[src/rtl/rcr_pkg.sv]
package rcr_pkg;
  localparam int DATA_W    = 8;
  localparam int A_CTRL    = 'h00;
  localparam int A_STATUS  = 'h01;
  localparam int A_DROP_LO = 'h02;
  localparam int A_DROP_HI = 'h03;
  localparam int A_EVT     = 'h04;
  localparam int A_IN_LAST = 'h08;
  localparam int A_OUT_LAST= 'h09;
  localparam int A_ROUTE   = 'h10;

  // Control byte bit positions (host-visible encoding)
  localparam int B_EN       = 0;
  localparam int B_BYPASS   = 1;
  localparam int B_CLR_EVT  = 2;
  localparam int B_CLR_DROP = 3;

  typedef struct packed {
    logic bypass;
    logic en;
  } ctrl_t;
endpackage

[src/rtl/rcr_sat_cnt.sv]
module rcr_sat_cnt #(
  parameter int W = 8
) (
  input  logic         clk,
  input  logic         rst_n,
  input  logic         clr,
  input  logic         inc,
  output logic [W-1:0] cnt
);
  localparam logic [W-1:0] MAX = {W{1'b1}};

  logic [W-1:0] cnt_d;
  logic         cnt_ce;

  // Clear has priority over increment; increment stops at MAX.
  always_comb begin
    cnt_d = cnt;
    if (clr)
      cnt_d = '0;
    else if (inc && cnt != MAX)
      cnt_d = cnt + 1'b1;
  end

  assign cnt_ce = clr | inc;

  always_ff @(posedge clk or negedge rst_n) begin
    if (!rst_n)
      cnt <= '0;
    else if (cnt_ce)
      cnt <= cnt_d;
  end
endmodule

[src/rtl/rcr_remap.sv]
module rcr_remap #(
  parameter int ADDR_W    = 8,
  parameter int NUM_ROUTE = 16,
  parameter int BASE      = 'h10
) (
  input  logic                              clk,
  input  logic                              rst_n,
  input  logic                              wr_en,
  input  logic [ADDR_W-1:0]                 addr,
  input  logic [rcr_pkg::DATA_W-1:0]        wdata,
  output logic [NUM_ROUTE-1:0][rcr_pkg::DATA_W-1:0] entries
);
  for (genvar g = 0; g < NUM_ROUTE; g++) begin : g_entry
    logic hit;
    assign hit = wr_en && (addr == ADDR_W'(BASE + g));

    always_ff @(posedge clk or negedge rst_n) begin
      if (!rst_n)
        entries[g] <= '0;
      else if (hit)
        entries[g] <= wdata;
    end
  end
endmodule

[src/rtl/rcr_regbank.sv]
module rcr_regbank #(
  parameter int ADDR_W    = 8,
  parameter int NUM_CH    = 4,
  parameter int NUM_ROUTE = 16,
  parameter int DROP_W    = 16,
  parameter int EVT_W     = 8,
  parameter int QCNT_W    = 3
) (
  input  logic                            clk,
  input  logic                            rst_n,
  input  logic [ADDR_W-1:0]               addr,
  input  logic [7:0]                      wdata,
  input  logic                            wr_en,
  input  logic                            rd_en,
  output logic [7:0]                      rdata,
  input  logic                            evt_pulse,
  input  logic [$clog2(NUM_CH)-1:0]       evt_ch,
  input  logic [7:0]                      in_payload,
  input  logic                            drop_pulse,
  input  logic                            out_emit,
  input  logic [7:0]                      out_payload,
  input  logic                            q_full,
  input  logic                            q_empty,
  input  logic [QCNT_W-1:0]               q_count,
  input  logic                            in_busy,
  input  logic                            out_busy,
  output logic                            route_en,
  output logic                            bypass,
  output logic [NUM_ROUTE*8-1:0]          remap_flat
);
  import rcr_pkg::*;

  localparam int CH_W   = $clog2(NUM_CH);
  localparam int RIDX_W = $clog2(NUM_ROUTE);
  localparam int DRD_W  = 2 * DATA_W;

  // ---------------- write decode ----------------
  logic wr_ctrl, clr_evt, clr_drop;
  assign wr_ctrl  = wr_en && (addr == ADDR_W'(A_CTRL));
  assign clr_evt  = wr_ctrl && wdata[B_CLR_EVT];
  assign clr_drop = wr_ctrl && wdata[B_CLR_DROP];

  // ---------------- control levels ----------------
  ctrl_t ctrl_q;
  always_ff @(posedge clk or negedge rst_n) begin
    if (!rst_n)
      ctrl_q <= '0;
    else if (wr_ctrl)
      ctrl_q <= '{bypass: wdata[B_BYPASS], en: wdata[B_EN]};
  end
  assign route_en = ctrl_q.en;
  assign bypass   = ctrl_q.bypass;

  // ---------------- counters ----------------
  logic [DROP_W-1:0]             drop_cnt;
  logic [NUM_CH-1:0][EVT_W-1:0]  evt_cnt;

  rcr_sat_cnt #(.W(DROP_W)) u_drop (
    .clk(clk), .rst_n(rst_n), .clr(clr_drop), .inc(drop_pulse), .cnt(drop_cnt)
  );

  for (genvar g = 0; g < NUM_CH; g++) begin : g_evt
    logic inc_ch;
    assign inc_ch = evt_pulse && (evt_ch == CH_W'(g));
    rcr_sat_cnt #(.W(EVT_W)) u_cnt (
      .clk(clk), .rst_n(rst_n), .clr(clr_evt), .inc(inc_ch), .cnt(evt_cnt[g])
    );
  end

  // ---------------- sticky overflow ----------------
  logic ovf_q;
  always_ff @(posedge clk or negedge rst_n) begin
    if (!rst_n)
      ovf_q <= 1'b0;
    else if (drop_pulse)
      ovf_q <= 1'b1;
  end

  // ---------------- last payloads ----------------
  logic [7:0] in_last_q, out_last_q;
  always_ff @(posedge clk or negedge rst_n) begin
    if (!rst_n)
      in_last_q <= '0;
    else if (evt_pulse)
      in_last_q <= in_payload;
  end

  always_ff @(posedge clk or negedge rst_n) begin
    if (!rst_n)
      out_last_q <= '0;
    else if (out_emit)
      out_last_q <= out_payload;
  end

  // ---------------- remap table ----------------
  logic [NUM_ROUTE-1:0][DATA_W-1:0] remap_q;
  rcr_remap #(.ADDR_W(ADDR_W), .NUM_ROUTE(NUM_ROUTE), .BASE(A_ROUTE)) u_remap (
    .clk(clk), .rst_n(rst_n), .wr_en(wr_en), .addr(addr), .wdata(wdata),
    .entries(remap_q)
  );
  assign remap_flat = remap_q;

  // ---------------- read path ----------------
  logic              hit_route, hit_evt;
  logic [RIDX_W-1:0] ridx;
  logic [CH_W-1:0]   eidx;
  logic [DRD_W-1:0]  drop_rd;
  logic [7:0]        status_b;
  logic [7:0]        rd_mux;

  assign hit_route = (addr >= ADDR_W'(A_ROUTE)) && (addr < ADDR_W'(A_ROUTE + NUM_ROUTE));
  assign hit_evt   = (addr >= ADDR_W'(A_EVT))   && (addr < ADDR_W'(A_EVT + NUM_CH));
  assign ridx      = RIDX_W'(addr - ADDR_W'(A_ROUTE));
  assign eidx      = CH_W'(addr - ADDR_W'(A_EVT));
  assign drop_rd   = DRD_W'(drop_cnt);
  assign status_b  = {q_full, q_empty, ovf_q, out_busy, in_busy, 3'(q_count)};

  always_comb begin
    rd_mux = '0;
    if (hit_route)
      rd_mux = remap_q[ridx];
    else if (hit_evt)
      rd_mux = DATA_W'(evt_cnt[eidx]);
    else begin
      case (addr)
        ADDR_W'(A_CTRL):     rd_mux = {6'b0, ctrl_q.bypass, ctrl_q.en};
        ADDR_W'(A_STATUS):   rd_mux = status_b;
        ADDR_W'(A_DROP_LO):  rd_mux = drop_rd[7:0];
        ADDR_W'(A_DROP_HI):  rd_mux = drop_rd[15:8];
        ADDR_W'(A_IN_LAST):  rd_mux = in_last_q;
        ADDR_W'(A_OUT_LAST): rd_mux = out_last_q;
        default:             rd_mux = '0;
      endcase
    end
  end

  always_ff @(posedge clk or negedge rst_n) begin
    if (!rst_n)
      rdata <= '0;
    else if (rd_en)
      rdata <= rd_mux;
  end
endmodule

[config.mk]
export PLATFORM = sky130hd
export DESIGN_NAME = rcr_regbank
export DESIGN_NICKNAME = d
export VERILOG_FILES = /design/src/rtl/rcr_pkg.sv /design/src/rtl/rcr_sat_cnt.sv /design/src/rtl/rcr_remap.sv /design/src/rtl/rcr_regbank.sv
export SDC_FILE = /design/constraint.sdc
export NUM_CORES = 1
export LEC_CHECK = 0
export ABC_AREA = 1
export CORE_ASPECT_RATIO = 0.6
export CORE_UTILIZATION = 35
export CTS_CLUSTER_DIAMETER = 100
export DETAILED_ROUTE_END_ITERATION = 10
export DONT_BUFFER_PORTS = 1
export HOLD_SLACK_MARGIN = 0.02
export PLACE_DENSITY = 0.48
export SLEW_MARGIN = 20
export SYNTH_ARGS = -nofsm -noshare
export SYNTH_HDL_FRONTEND = slang
export SYNTH_SLANG_ARGS = --single-unit
[constraint.sdc]
create_clock -name clk -period 5.3 [get_ports clk]
set_input_delay 0.53 -clock clk [delete_from_list [all_inputs] [get_ports clk]]
set_output_delay 0.53 -clock clk [all_outputs]
set_load 0.01 [all_outputs]
# == After elaboration in Yosys (flattened, before gate mapping) ==
# Index checks and enable logic that the tools add are counted.
# word_totals
regBits,203
latch_bits,0
mem_bits_rw,0
romBits,0
out_inout_bits,138
wordCells,133
mem_count,0
# op_classes
add_sub_neg,7
multipliers,0
n_div,0
magnitude_cmp,6
eq_ne,29
shifts,0
mux,17
bitwise_logic,5
n_reduce_logical,42
# ops
operator,n
$eq A8 B5 Y1 const B,16
$mux W8,12
$pmux W8 S6,1
$add A8 B1 Y8 const B,4
$bmux W8 S4,1
$mux W16,2
$ne A8 B8 Y1 const B,4
$logic_and A1 B1 Y1,30
$add A16 B1 Y16 const B,1
$bmux W8 S2,1
$eq A8 B2 Y1 const B,2
$eq A8 B4 Y1 const B,2
$ne A16 B16 Y1 const B,1
$reduce_and A2 Y1,5
$reduce_bool A2 Y1,5
$eq A8 B1 Y1 const B,1
$ge A8 B3 Y1 const B,1
$ge A8 B5 Y1 const B,1
$logic_not A8 Y1,1
$lt A8 B4 Y1 const B,1
$lt A8 B6 Y1 const B,1
$lt A4 B5 Y1 const B,1
$or A1 B1 Y1,5
$eq A2 B2 Y1 const B,2
5 further kinds,5

# == Depth between registers and ports, before layout ==
# Gate-level depths: netlist of run 1.
# logic_depth
word_depth,5
mapped_depth,13

# == Hierarchy ==
# Synthesis of run 1 repeated with hierarchy kept, for this count alone.
# hier_totals
cells_unflattened,1680
area_unflattened_um2,11712.5
# modules_own_cells
module,n_inst,cells_each,area_per_inst_um2
rcr_remap,1,604,5386.4
rcr_regbank,1,639,3241.9
rcr_sat_cnt at g_evt[0].u_cnt ...,4,72,509.2
rcr_sat_cnt at u_drop,1,149,1047.3

# == Least setup slack after synthesis of run 1 ==
# Ideal clock, no wire load.
# synth_timing
path_type,input to register
from,input addr[1]
to,register g_evt[0].u_cnt.cnt[6]
setup_ps,119
t_arrival_ps,1659
required_ps,5181
path_slack_ps,3522
stages,11
path_cell_list,buf_6 -> nor2_2 -> nand2_1 -> nor2_2 -> nand2_2 -> clkinv_2 -> nand2_4 -> buf_4 -> buf_6 -> nand3b_1 -> nand2_1
# synth_between
elab_chain_len,5
# synth_lines
item,line_no,source
"start, declared",rcr_regbank.sv:11,"input logic [ADDR_W-1:0] addr,"
$logic_not A8 Y1 *,rcr_regbank.sv:39,assign wr_ctrl = wr_en && (addr == ADDR_W'(A_CTRL));
$logic_and A1 B1 Y1 *,rcr_regbank.sv:39,
$logic_and A1 B1 Y1 *,rcr_regbank.sv:40,assign clr_evt = wr_ctrl && wdata[B_CLR_EVT];
$reduce_bool A2 Y1 (no line) or $or A1 B1 Y1 (tied branches),--,
$reduce_and A2 Y1 (no line),--,
"end signal, assigned",rcr_sat_cnt.sv:30,cnt <= cnt_d;
"end, declared",rcr_sat_cnt.sv:8,output logic [W-1:0] cnt
# Every way passes the cells marked *; elsewhere a longest branch is shown, timed or not.
# A chain may end at the register's enable or synchronous reset.

# == Final worst setup path of run 1 ==
# layout_timing
from,input addr[2]
to,register g_evt[1].u_cnt.cnt[7]
# layout_between
elab_chain_len,5
# layout_lines
item,line_no
$logic_not A8 Y1 *,rcr_regbank.sv:39
$logic_and A1 B1 Y1 *,rcr_regbank.sv:39
$logic_and A1 B1 Y1 *,rcr_regbank.sv:40
$reduce_bool A2 Y1 (no line) or $or A1 B1 Y1 (tied branches),--
$reduce_and A2 Y1 (no line),--
"end signal, assigned",rcr_sat_cnt.sv:30
"end, declared",rcr_sat_cnt.sv:8
# Marked as above.

==> results of run 1 <==
[how the worst max path moves through the flow]
stage,start,depth (start not counted),slack (ps),endpoint
2_1_floorplan,addr[1],11,3520,g_evt[0].u_cnt.cnt[6]$_DFFE_PN0P_
3_3_place_gp,addr[2],9,2550,g_evt[1].u_cnt.cnt[7]$_DFFE_PN0P_
3_5_place_dp,addr[2],9,2460,g_evt[1].u_cnt.cnt[7]$_DFFE_PN0P_
4_1_cts,u_drop.cnt[0]$_DFFE_PN0P_,8,3020,u_drop.cnt[10]$_DFFE_PN0P_
5_1_grt,u_drop.cnt[0]$_DFFE_PN0P_,9,2730,u_drop.cnt[12]$_DFFE_PN0P_
6_report,addr[2],9,2960,g_evt[1].u_cnt.cnt[7]$_DFFE_PN0P_
[synth_stat cells (all sizes together), types with 8 or more instances]
library cell / n / area [um2]
nand3b: 11 / 82.6
nor2: 108 / 430
nand3: 112 / 586
nand2: 611 / 2320
dfrtp: 203 / 5080
mux2: 8 / 90.1
nand4: 15 / 100
clkbuf: 31 / 118
xor2: 18 / 158
nor3: 21 / 133
a21oi: 44 / 231
buf: 33 / 183
inv: 88 / 330
o21ai: 144 / 732
[metal layers]
metal	global-route usage, %	part of all wire (%)
met5	0	0
met4	4.18	1.6
met3	7.88	9.0
met2	34.9	42
met1	34.8	48
[state kept, by name, indices dropped and copies added (netlist names)]
name	flops
rdata	8
g_evt.u_cnt.cnt	32
bypass	1
u_remap.entries	128
route_en	1
ovf_q	1
u_drop.cnt	16
out_last_q	8
in_last_q	8
[cell type report]
class / count / area (um2) / share of cell area (%)
flip-flops and latches: 203 / 5080 / 43.1
multi-input cells: 1107 / 4990 / 42.3
clock buffers: 29 / 607 / 5.15
well taps: 408 / 510 / 4.33
inverters: 92 / 347 / 2.94
clock inverters: 11 / 166 / 1.41
repair buffers: 6 / 87.6 / 0.743
[layout by cell type (no fill, tap or decap), types with 2 or more instances in the layout]
master and instances:
a21oi_1 43, dfrtp_1 203, clkinv_1 3, or2_2 4, bufinv_16 4, nand2_2 3
inv_1 84, clkinv_2 7, buf_4 3, clkbuf_16 22, nand4_1 14, nor3_1 18
nand2_4 2, nand3_2 5, xor2_1 18, nor2_1 100, nand3b_1 11, buf_16 2
nor3_4 2, o21ai_1 42, o21ai_0 101, nand3_1 107, clkbuf_8 3, mux2_2 8
nor2_2 7, clkbuf_1 4, nand2_1 606, xnor2_1 2, inv_2 4, ha_1 5
[power by group]
group	switching, mW	total (mW)	internal (mW)
registers	0.249	1.96	1.72
clock network	0.685	1.69	1.00
logic	0.360	0.558	0.198
total	1.29	4.21	2.92
[per-stage QoR]
step	hold WS, ps	utilization (%)	cell area, um2	total power [mW]	cells
finish	109	39.3	11800	4.21	1856
global route	93.4	39.3	11800	4.43	1856
CTS	91.7	39.1	11800	4.24	1854
detailed placement	248	36.5	11000	2.51	1813
global placement	247	36.5	11000	2.51	1813
floorplan	234	-	10700	2.32	1466
[cells by family after synthesis]
family	after synthesis	share of synthesized area [%]
mux	8	0.840
flops	203	47.4
fa+ha+maj	5	0.584
compound gates	190	9.14
buf+inv	156	6.03
simple gates	884	34.4
xor+xnor	20	1.63
==> impl_metrics.json, run 1 <==
{
  "status": "complete, no violations",
  "cp_slowest_stage_delay_ps": 760,
  "dp.final_hpwl_um": 26400,
  "critPathTopFamily": "simple AND/OR/NAND/NOR gates",
  "crit_path_start_kind": "input port",
  "final_nets": 1485,
  "track_usage_pct": 24.0,
  "coreArea_mm2": 0.0300,
  "path_max_fanout": 42,
  "cp_num_buf_inv": 1,
  "tns_ps": 0,
  "rsz0062_at_grt": "false",
  "grt_pass1_wl_um": 56900,
  "yosysWarnings": 0,
  "worstPathRequired_ps": 5750,
  "syn_nets": 1519,
  "max_slew_margin_pct": 31.0,
  "setup_violations": 0,
  "nFillCells": 3236,
  "io_buffer_count": 0,
  "hold_depth": 1,
  "dr.pass1.iters": 5,
  "die_h_um": 138,
  "place.gp.congestion": 0.863,
  "power.leakage_nw": 5.85,
  "min_period_ps": 2340,
  "drt-initial-drc-count": 840,
  "cts_max_level": 1,
  "yosys_most_used_dff": "dfrtp_1",
  "worstMarginPinSlew_ps": 1030,
  "ys_async_sr_fraction_pct": 100,
  "crit_chain": "nor2_1 -> nand2_1 -> nor2_2 -> nand2_2 -> clkinv_2 -> nand2_4 -> nand2_1 -> nand4_1 -> o21ai_0",
  "root_buffer": "clkbuf_16",
  "dp_slack_ps": 2460,
  "grt_max_degree": 204,
  "vias_per_cell": 5.11,
  "hold_start": "drop_pulse",
  "cts_hold_buf": 1,
  "cts_setup_buffers": 0,
  "avgSynthCellArea_um2": 7.31,
  "wl_per_cell_um": 20.3,
  "critical_path_class": "input port to flip-flop",
  "cts_buffer_depth": 3,
  "final_max_slew_viol_count": 0,
  "route.vias.total": 9490,
  "numCtsBuffers": 22,
  "finalHoldViolations": 0,
  "cp.arrival_ps": 2790,
  "wirelength_um": 37600,
  "grt-ovfl-total": 0,
  "synth-seq-cells": 203,
  "clkLatencyLatePin_ps": 540,
  "fmax_mhz": 427,
  "synth-edff-count": 0,
  "antenna_found_initial": 0,
  "io-pin-count": 186,
  "syn_inst": 1466,
  "fp.dieArea_mm2": 0.0314,
  "worst_slack_ps": 2960,
  "peakVddDrop_mv": 0.175,
  "post_cts_resized": 0,
  "die_w_um": 228,
  "crit_top_cell": "nand2_1",
  "crit_path_top_delay_cell": "nor2_1",
  "reg2reg_depth": 8,
  "synth_cell_types": 39,
  "ant_nets": 0,
  "drive_gt1_share_pct": 5.66,
  "drv_cap": 0,
  "clkTransAtPathRegs_ps": 60,
  "clock_sinks": 203,
  "start_util_pct": 35.7,
  "critPathCaptureType": "flip-flop",
  "r2r_start": "u_drop.cnt[0]$_DFFE_PN0P_",
  "antennaDiodeCount": 0,
  "r2r-end": "u_drop.cnt[10]$_DFFE_PN0P_",
  "area_growth_pct": 9.99,
  "drc_errors": 0,
  "powerDensity_mw_per_mm2": 357,
  "row_count": 49,
  "ys_seq_area_share_pct": 47.4,
  "r2r_slack_ps": 3010,
  "hold_end": "ovf_q$_DFFE_PN0P_",
  "syn-cell-area_mm2": 0.0107,
  "grt_pass1_vias": 8723,
  "clock_skew_ps": 12.0,
  "hold_path_class": "input port to flip-flop",
  "cts_tree": "done",
  "fin_crit_sh_pct": 44.2
}
Note: power is estimated with default switching activity, not from simulation.
==> run 2, diff against run 1 <==
- PLACE_DENSITY: 0.48 -> 0.5
- clock period: 5.3 -> 1.9 ns (I/O delays scaled with it)
==> impl_metrics.json, run 2 (synthesized netlist as in run 1, its figures left out) <==
{
  "max_slew_margin_pct": 46.2,
  "route.vias.total": 9767,
  "violations": "hold timing",
  "grt_use_met2_pct": 33.9,
  "design_area_mm2": 0.0124,
  "path_max_fanout": 9,
  "track_usage_pct": 24.3,
  "cp_num_buf_inv": 1,
  "grt-ovfl-total": 0,
  "worstMarginPinSlew_ps": 807,
  "cts_buffer_depth": 3,
  "finalHoldViolations": 203,
  "power.leakage_nw": 6.14,
  "worst_slack_ps": 171,
  "powerDensity_mw_per_mm2": 961,
  "io_buffer_count": 0,
  "top_register": "u_remap.entries",
  "drc_errors": 0,
  "dr.pass1.iters": 5,
  "finalPower_mw": 11.9,
  "numCtsBuffers": 23,
  "clock_sinks": 203,
  "row_count": 49,
  "place.gp.congestion": 0.903,
  "final_max_slew_viol_count": 0,
  "placed_area_mm2": 0.0112,
  "vias_per_cell": 5.08,
  "ant_nets": 0,
  "drt-initial-drc-count": 942,
  "cts_hold_buf": 36,
  "critPathCaptureType": "flip-flop",
  "layout_common_cells": "605 x nand2_1, 203 x dfrtp_1, 107 x nand3_1",
  "drive_gt1_share_pct": 7.73,
  "dp.final_hpwl_um": 27200,
  "crit_chain": "ha_1 -> inv_1 -> nor2_1 -> nand4_1 -> nand4_1 -> nand2_4 -> nand3b_1 -> o21ai_0",
  "die_h_um": 138,
  "coreArea_mm2": 0.0300,
  "fin_crit_sh_pct": 91.0,
  "crit_path_start_kind": "flip-flop",
  "met3_usage_pct": 7.86,
  "final_common_cell": "nand2_1",
  "io-pin-count": 186,
  "use_met1_pct": 35.4,
  "largestRegisters": "u_remap.entries: 128 flops, g_evt.u_cnt.cnt: 32 flops, u_drop.cnt: 16 flops",
  "root_buffer": "clkbuf_16",
  "antenna_found_initial": 0,
  "wirelength_um": 38300,
  "fp.dieArea_mm2": 0.0314,
  "drv_cap": 0,
  "hold_path_class": "input port to async pin",
  "antennaDiodeCount": 0,
  "critPathTopFamily": "simple AND/OR/NAND/NOR gates",
  "final_nets": 1551,
  "setup_violations": 0,
  "status": "finished, violations left",
  "peakVddDrop_mv": 0.530,
  "area_growth_pct": 15.7,
  "busiest_layer": "met1",
  "start_util_pct": 35.7,
  "fmax_mhz": 578,
  "min_period_ps": 1730,
  "dp_slack_ps": 34.4,
  "largest_reg_flops": 128,
  "crit_path_top_delay_cell": "dfrtp_1",
  "die_w_um": 228,
  "grt_max_degree": 204,
  "clkLatencyLatePin_ps": 540,
  "cts_tree": "done",
  "wl_per_cell_um": 19.9,
  "tns_ps": 0,
  "cp.arrival_ps": 2140,
  "clkTransAtPathRegs_ps": 60,
  "clock_skew_ps": 13.1,
  "grt_pass1_vias": 8943,
  "cp_slowest_stage_delay_ps": 410,
  "critical_path_class": "flip-flop to flip-flop",
  "hold-worst-slack_ps": -639,
  "grt_pass1_wl_um": 57100,
  "cts_max_level": 1,
  "nFillCells": 3122,
  "worstPathRequired_ps": 2310,
  "crit_top_cell": "nand4_1"
}
## run 2: per-layer routing
metal,wire (um),vias up
li1,-,4776
met1,18300,4613
met2,15300,323
met3,3700,55
met4,984,0
met5,0,-
## run 2: repair_timing
action                                 4_1_cts  5_1_grt
setup endpoints to repair                    0       31
setup buffers                                0        2
endpoints found under the hold margin      261      203
gates resized for setup                      0        5
## run 2: area by class of cell
type	count	area, um2	area share [%]
Sequential cell	203	5080	41.0
Tap cell	408	510	4.12
Inverter	92	347	2.79
Clock inverter	12	184	1.48
Clock buffer	29	618	4.98
Multi-Input combinational cell	1107	5020	40.4
Timing Repair Buffer	71	648	5.23
## run 2: where the power goes
part	internal, mW	switching (mW)
clock network	2.87	1.96
logic	0.649	0.978
registers	4.79	0.680
## run 2: final timing paths
| check | from | to | slack, ps | cells past startpoint |
|---|---|---|---|---|
| worst min register to register | in_last_q[2]$_DFFE_PN0P_ | in_last_q[2]$_DFFE_PN0P_ | 470 | 2 |
| worst max-delay path | g_evt[0].u_cnt.cnt[0]$_DFFE_PN0P_ | g_evt[0].u_cnt.cnt[4]$_DFFE_PN0P_ | 170 | 8 |
| max in group asynchronous | rst_n | g_evt[3].u_cnt.cnt[6]$_DFFE_PN0P_ | 1880 | 0 |
| min in group clk | wdata[2] | u_remap.entries[18]$_DFFE_PN0P_ | 20 | 2 |
| worst min-delay path | rst_n | g_evt[0].u_cnt.cnt[5]$_DFFE_PN0P_ | -640 | 0 |
| worst max register to register | g_evt[0].u_cnt.cnt[0]$_DFFE_PN0P_ | g_evt[0].u_cnt.cnt[4]$_DFFE_PN0P_ | 170 | 8 |
## run 2: metrics by stage
| stage | utilization [%] | instances | hold slack (ps) |
|---|---|---|---|
| after detailed placement | 37.3 | 1843 | -93.0 |
| after floorplan | - | 1466 | -106 |
| final | 41.3 | 1922 | -639 |
| after global routing | 41.3 | 1922 | -662 |
| after CTS | 41.2 | 1920 | -663 |
| after global placement | 37.3 | 1843 | -93.3 |
==> run 3, diff against run 2 <==
- HOLD_SLACK_MARGIN: 0.02 -> not set
==> impl_metrics.json, run 3 (synthesized netlist as in run 1, its figures left out) <==
{
  "met3_usage_pct": 7.91,
  "busiest_layer": "met1",
  "grt_use_met2_pct": 33.8,
  "cp.arrival_ps": 2140,
  "finalPower_mw": 11.9,
  "critPathCaptureType": "flip-flop",
  "place.gp.congestion": 0.903,
  "die_h_um": 138,
  "root_buffer": "clkbuf_16",
  "cp_slowest_stage_delay_ps": 410,
  "grt_pass1_vias": 8940,
  "tns_ps": 0,
  "use_met1_pct": 35.3,
  "largestRegisters": "u_remap.entries: 128 flops, g_evt.u_cnt.cnt: 32 flops, u_drop.cnt: 16 flops",
  "drive_gt1_share_pct": 7.73,
  "status": "finished, violations left",
  "worstPathRequired_ps": 2310,
  "cts_max_level": 1,
  "nFillCells": 3123,
  "final_common_cell": "nand2_1",
  "top_register": "u_remap.entries",
  "largest_reg_flops": 128,
  "dp.final_hpwl_um": 27200,
  "antenna_found_initial": 0,
  "min_period_ps": 1730,
  "crit_chain": "ha_1 -> inv_1 -> nor2_1 -> nand4_1 -> nand4_1 -> nand2_4 -> nand3b_1 -> o21ai_0",
  "crit_path_start_kind": "flip-flop",
  "peakVddDrop_mv": 0.532,
  "drv_cap": 0,
  "clkTransAtPathRegs_ps": 60,
  "max_slew_margin_pct": 47.7,
  "cts_buffer_depth": 3,
  "critPathLaunch": "g_evt[0].u_cnt.cnt[1]$_DFFE_PN0P_",
  "route.vias.total": 9757,
  "cts_hold_buf": 35,
  "vias_per_cell": 5.08,
  "hold-worst-slack_ps": -640,
  "power.leakage_nw": 6.13,
  "io-pin-count": 186,
  "crit_path_top_delay_cell": "dfrtp_1",
  "ant_nets": 0,
  "clock_sinks": 203,
  "finish.utilization_pct": 41.3,
  "hold_path_class": "input port to async pin",
  "final_nets": 1550,
  "critical_path_class": "flip-flop to flip-flop",
  "drc_errors": 0,
  "numCtsBuffers": 23,
  "cp_num_buf_inv": 1,
  "io_buffer_count": 0,
  "layout.cells.non_filler": 1921,
  "dr.pass1.iters": 5,
  "grt_max_degree": 204,
  "wirelength_um": 38300,
  "worstMarginPinSlew_ps": 784,
  "start_util_pct": 35.7,
  "cts_tree": "done",
  "layout_common_cells": "605 x nand2_1, 203 x dfrtp_1, 107 x nand3_1",
  "violations": "hold timing",
  "row_count": 49,
  "wl_per_cell_um": 19.9,
  "placed_cells": 1843,
  "setup_violations": 0,
  "grt-ovfl-total": 0,
  "finalHoldViolations": 203,
  "clkLatencyLatePin_ps": 550,
  "area_growth_pct": 15.6,
  "crit_top_cell": "nand4_1",
  "clock_skew_ps": 14.5,
  "antennaDiodeCount": 0,
  "die_w_um": 228,
  "r2r_start": "g_evt[0].u_cnt.cnt[1]$_DFFE_PN0P_",
  "critPathTopFamily": "simple AND/OR/NAND/NOR gates",
  "powerDensity_mw_per_mm2": 963,
  "fmax_mhz": 579,
  "fin_crit_sh_pct": 90.9,
  "final_max_slew_viol_count": 0,
  "track_usage_pct": 24.2,
  "fp.dieArea_mm2": 0.0314,
  "path_max_fanout": 9,
  "drt-initial-drc-count": 944,
  "grt_pass1_wl_um": 57100,
  "coreArea_mm2": 0.0300
}
## run 3: layout make-up
cell class	instances	area, um2	share of cell area (%)
Sequential cell	203	5080	41.0
Multi-Input combinational cell	1107	5020	40.5
Timing Repair Buffer	70	638	5.15
Clock buffer	29	618	4.99
Tap cell	408	510	4.12
Inverter	92	347	2.80
Clock inverter	12	184	1.48
## run 3: timing repair
action / in CTS / in global routing
gates resized for setup: 0 / 5
setup buffers: 0 / 2
endpoints found under the hold margin: 256 / 203
setup endpoints to repair: 0 / 31
## run 3: path summary, 6_finish.rpt
check                                                    end  slack, ps  depth (start not counted)
max                        g_evt[0].u_cnt.cnt[4]$_DFFE_PN0P_        170                          8
min                        g_evt[0].u_cnt.cnt[5]$_DFFE_PN0P_       -640                          0
max reg2reg                g_evt[0].u_cnt.cnt[4]$_DFFE_PN0P_        170                          8
min reg2reg                         in_last_q[2]$_DFFE_PN0P_        470                          2
max in group asynchronous  g_evt[3].u_cnt.cnt[6]$_DFFE_PN0P_       1890                          0
min in group clk             u_remap.entries[18]$_DFFE_PN0P_         20                          2
## run 3: per-stage QoR
step	cell area, um2	worst slack, ps
6_report	12400	173
5_1_grt	12400	-0.800
4_1_cts	12400	16.3
3_5_place_dp	11200	34.4
3_3_place_gp	11200	41.0
2_1_floorplan	10700	194
## run 3: worst reg2reg max path: stages, from the launching register on
cell and delay, ps:
dfrtp_1 410, ha_1 230, inv_1 70, nor2_1 210, nand4_1 120, nand4_1 240
nand2_4 140, nand3b_1 100, o21ai_0 80
## run 3: where the power goes
group	leakage (nW)	internal (mW)	switching, mW	total, mW
combinational	3.04	0.647	0.977	1.62
sequential	2.70	4.79	0.683	5.47
clock	0.389	2.87	1.97	4.84
## run 3: layer usage
layer / up-vias / share of wire, %
li1: 4766 / -
met1: 4629 / 48
met2: 305 / 40
met3: 57 / 9.7
met4: 0 / 2.6
met5: - / 0
